### src/rtl/combo_lock_pkg.sv
package combo_lock_pkg;

    typedef enum logic [2:0] {
        PH_START = 3'd0,
        PH_MATCH = 3'd1,
        PH_MISS  = 3'd2,
        PH_OPEN  = 3'd3,
        PH_ALARM = 3'd4
    } phase_e;

    function automatic int unsigned idx_width(input int unsigned len);
        return (len > 1) ? $clog2(len) : 1;
    endfunction

    function automatic logic phase_collecting(input phase_e ph);
        return (ph == PH_START) || (ph == PH_MATCH) || (ph == PH_MISS);
    endfunction

    function automatic phase_e next_phase(input phase_e cur,
                                          input logic   press,
                                          input logic   hit,
                                          input logic   last);
        phase_e nxt;
        nxt = cur;
        if (press) begin
            unique case (cur)
                PH_START, PH_MATCH: begin
                    if (last) nxt = hit ? PH_OPEN : PH_ALARM;
                    else      nxt = hit ? PH_MATCH : PH_MISS;
                end
                PH_MISS: nxt = last ? PH_ALARM : PH_MISS;
                default: nxt = cur;
            endcase
        end
        return nxt;
    endfunction

endpackage

### src/rtl/combo_lock_edge.sv
module combo_lock_edge (
    input  logic clk,
    input  logic rst,
    input  logic level,
    output logic rise
);
    logic level_q;

    always_ff @(posedge clk) begin
        if (rst) level_q <= 1'b1;
        else     level_q <= level;
    end

    assign rise = level & ~level_q;
endmodule

### src/rtl/combo_lock_code.sv
module combo_lock_code #(
    parameter int unsigned CODE_LEN = 3
) (
    input  logic                clk,
    input  logic                rst,
    input  logic                wr_en,
    input  logic [CODE_LEN-1:0] wr_data,
    output logic [CODE_LEN-1:0] code_q
);
    always_ff @(posedge clk) begin
        if (rst)        code_q <= '0;
        else if (wr_en) code_q <= wr_data;
    end
endmodule

### src/rtl/combo_lock_seq.sv
module combo_lock_seq
    import combo_lock_pkg::*;
#(
    parameter int unsigned CODE_LEN = 3
) (
    input  logic                clk,
    input  logic                rst,
    input  logic                press,
    input  logic                key_bit,
    input  logic [CODE_LEN-1:0] code_q,
    output logic                in_start,
    output logic                unlock,
    output logic                error
);
    localparam int unsigned IDX_W = idx_width(CODE_LEN);
    localparam logic [IDX_W-1:0] LAST_IDX = IDX_W'(CODE_LEN - 1);

    typedef struct packed {
        phase_e           phase;
        logic [IDX_W-1:0] idx;
    } seq_state_t;

    seq_state_t cur, nxt;
    logic hit, last;

    assign hit  = (key_bit == code_q[cur.idx]);
    assign last = (cur.idx == LAST_IDX);

    always_comb begin
        nxt       = cur;
        nxt.phase = next_phase(cur.phase, press, hit, last);
        if (press && phase_collecting(cur.phase) && !last)
            nxt.idx = cur.idx + 1'b1;
    end

    always_ff @(posedge clk) begin
        if (rst) begin
            cur.phase <= PH_START;
            cur.idx   <= '0;
        end else begin
            cur <= nxt;
        end
    end

    assign in_start = (cur.phase == PH_START);
    assign unlock   = (cur.phase == PH_OPEN);
    assign error    = (cur.phase == PH_ALARM);
endmodule

### src/rtl/serial_combo_lock.sv
module serial_combo_lock #(
    parameter int unsigned CODE_LEN = 3
) (
    input  logic                clk,
    input  logic                rst,
    input  logic                enter,
    input  logic                key_bit,
    input  logic                code_load,
    input  logic [CODE_LEN-1:0] code_in,
    output logic                unlock,
    output logic                error
);
    logic                press;
    logic                in_start;
    logic                code_wr;
    logic [CODE_LEN-1:0] code_q;

    combo_lock_edge u_edge (
        .clk   (clk),
        .rst   (rst),
        .level (enter),
        .rise  (press)
    );

    assign code_wr = code_load & in_start & ~press;

    combo_lock_code #(.CODE_LEN(CODE_LEN)) u_code (
        .clk     (clk),
        .rst     (rst),
        .wr_en   (code_wr),
        .wr_data (code_in),
        .code_q  (code_q)
    );

    combo_lock_seq #(.CODE_LEN(CODE_LEN)) u_seq (
        .clk      (clk),
        .rst      (rst),
        .press    (press),
        .key_bit  (key_bit),
        .code_q   (code_q),
        .in_start (in_start),
        .unlock   (unlock),
        .error    (error)
    );
endmodule

### config.mk
export PLATFORM = sky130hd
export DESIGN_NAME = serial_combo_lock
export DESIGN_NICKNAME = d
export VERILOG_FILES = /design/src/rtl/combo_lock_pkg.sv /design/src/rtl/combo_lock_edge.sv /design/src/rtl/combo_lock_code.sv /design/src/rtl/combo_lock_seq.sv /design/src/rtl/serial_combo_lock.sv
export SDC_FILE = /design/constraint.sdc
export NUM_CORES = 1
export LEC_CHECK = 0
export ABC_AREA = 1
export BUFFER_PORTS_ARGS = -buffer_cell sky130_fd_sc_hd__buf_2
export CORE_AREA = 2 2 39 41
export CTS_CLUSTER_DIAMETER = 60
export CTS_CLUSTER_SIZE = 12
export DETAILED_ROUTE_END_ITERATION = 10
export DIE_AREA = 0 0 41 43
export GPL_TIMING_DRIVEN = 0
export PLACE_DENSITY_LB_ADDON = 0.2
export SYNTH_ARGS = -nofsm -noshare
export SYNTH_HDL_FRONTEND = slang
export SYNTH_SLANG_ARGS = --single-unit
### constraint.sdc
create_clock -name clk -period 1.6 [get_ports clk]
set_clock_uncertainty 0.15 [all_clocks]
set_input_delay 0.4 -clock clk [delete_from_list [all_inputs] [get_ports clk]]
set_output_delay 0.4 -clock clk [all_outputs]
set_load 0.005 [all_outputs]
==> flow_summary.json <==
{
  "outcome": "finished clean",
  "post-cts-setup-buffers": 0,
  "path_buf_inv": 2,
  "vias_per_cell": 4.720,
  "setup_viol": 0,
  "p_per_area_mw_per_mm2": 865.8,
  "synth.avg_cell_area_um2": 7.585,
  "timing_hold_violations_final": 0,
  "crit_path_start_kind": "register",
  "place_ws_ns": 0.1450,
  "grt-ovfl-total": 0,
  "slowest_stage": "dfxtp_1",
  "die_w_um": 41,
  "finalWorstSetupSlack_ns": 0.08277,
  "insertion_delay_ns": 0.25,
  "grt_max_degree": 7,
  "synth.cell_area_um2": 485.5,
  "holdWs_ns": 0.1942,
  "ant_nets": 0,
  "end_kind": "output pin",
  "numCtsBuffers": 3,
  "criticalPathCategory": "register to output pin",
  "rows": 14,
  "period_share": 0.9483,
  "max_freq_mhz": 659.1,
  "drtIter0Drc": 6,
  "gp_congestion": 0.7620,
  "numPortBuffers": 9,
  "slew_violations": 0,
  "cp_top_family": "flip-flops",
  "firstDrtPassIters": 3,
  "slew_headroom": 0.8812,
  "max_stage_delay_ns": 0.38,
  "drv_cap": 0,
  "peakVddDrop_v": 0.0004066,
  "final_cell_mix": "nand2_1, inv_1, buf_2",
  "cts_tree": "yes",
  "yosysUniqueCellTypes": 21,
  "p_leak_nw": 0.2637,
  "dpl.hpwl_um": 690.8,
  "drc": 0,
  "core_area_mm2": 0.001384,
  "drive_above_1_share": 0.3247,
  "rsz0062_at_grt": "no",
  "tightest_slew_ns": 0.1779,
  "path_cells": "inv_2 > nor3_1 > buf_2",
  "setup_tns_ns": 0,
  "worst-path-max-fanout": 4,
  "finalWirelength_um": 879,
  "num_antenna_cells": 0,
  "num_vias": 439,
  "antenna_found_initial": 0,
  "syn_inst": 64,
  "grt_pass1_wl_um": 1524,
  "layout_min_cycle_time_ns": 1.517,
  "die_y_um": 43,
  "yosysSeqAreaShare": 0.3711,
  "path_clk_slew_ns": 0.06,
  "first_global_vias": 382,
  "cts-root-buf": "clkbuf_4",
  "start_util": 0.3508,
  "cts_max_level": 1,
  "ys_warn_count": 0,
  "wl_per_cell_um": 9.452,
  "final_common_cell": "nand2_1",
  "cts_sinks": 9,
  "hold_path.class": "primary input to register",
  "ys_seq_elements": 9,
  "syn_to_final_growth_pct": 19.33,
  "nets": 88,
  "dieArea_mm2": 0.001763,
  "io_pins": 10,
  "syn_nets": 74,
  "arrival_ns": 0.97,
  "grt_usage": 0.1339,
  "cts_buffer_depth": 2,
  "worst_ep_required_time_ns": 1.05
}
==> power by group <==
group / internal [mW] / switching, mW
logic: 0.0327 / 0.0443
registers: 0.239 / 0.0110
clock network: 0.0961 / 0.0788
total: 0.368 / 0.134
==> worst paths after layout <==
path	end	from	cells after the start	slack, ns
setup / recovery	error	u_seq.cur[4]	3	0.08
hold / removal	u_seq.cur[2]	rst	2	0.19
setup reg to reg	u_seq.cur[4]	u_seq.cur[0]	5	0.14
hold reg to reg	u_code.code_q[2]	u_code.code_q[2]	2	0.31
==> registers in the layout, indices dropped and copies added, names as in the netlist <==
name            count
u_seq.cur           5
u_edge.level_q      1
u_code.code_q       3
==> cells by family (layout without fill, tap and decap cells) <==
group	count (synthesis)	in the layout	share of synthesized area
AO/OA/AOI/OAI	15	15	0.1675
flip-flops	9	9	0.3711
AND/OR/NAND/NOR	27	27	0.3248
buffers and inverters	11	24	0.08505
adder cells (fa/ha/maj)	2	2	0.05154
==> through the flow <==
stage	utilization	total power [mW]	instances	cell area, um^2
global placement	0.3978	0.3310	89	550.5
floorplan	-	0.3082	64	485.5
detailed placement	0.3978	0.3323	89	550.5
CTS	0.4168	0.5103	93	576.8
finish	0.4186	0.5016	93	579.3
global route	0.4186	0.5435	93	579.3
==> layout make-up <==
cell class | instances | area (um^2)
fill | 155 | 804.5
timing repair buffer | 9 | 45.04
clock buffer | 4 | 26.28
multi-input combinational | 44 | 264.0
inverter | 11 | 41.29
sequential | 9 | 182.7
tap | 16 | 20.02
==> routing by layer <==
metal | track usage | up-vias | wire [um]
met5 | 0 | - | 0
met4 | 0.1000 | 0 | 10
met2 | 0.1875 | 8 | 422
li1 | - | 237 | -
met3 | 0.06283 | 2 | 45
met1 | 0.1494 | 192 | 401
==> Yosys cell counts <==
cell / n / area, um^2
nand2_1: 11 / 41.29
dfxtp_1: 9 / 180.2
inv_1: 9 / 33.78
a21oi_1: 7 / 35.03
nand3_1: 4 / 20.02
o21ai_0: 4 / 20.02
ha_1: 2 / 25.02
inv_2: 2 / 7.510
nor2_1: 2 / 7.510
nor2_2: 2 / 12.51
o21ai_1: 2 / 10.01
a21oi_2: 1 / 8.760
nand2_2: 1 / 6.260
nand3_2: 1 / 10.01
nand4_1: 1 / 6.260
nand4_4: 1 / 21.27
nor2_4: 1 / 11.26
nor3_1: 1 / 5.000
nor3_2: 1 / 10.01
o211ai_1: 1 / 7.510
or2_2: 1 / 6.260
==> repair_timing <==
action,4_1_cts,5_1_grt
hold buffers,0,0
setup endpoints to repair,0,1
hold endpoints to repair,0,0
resized for setup,0,2
Note: power is estimated with default switching activity, not from simulation.
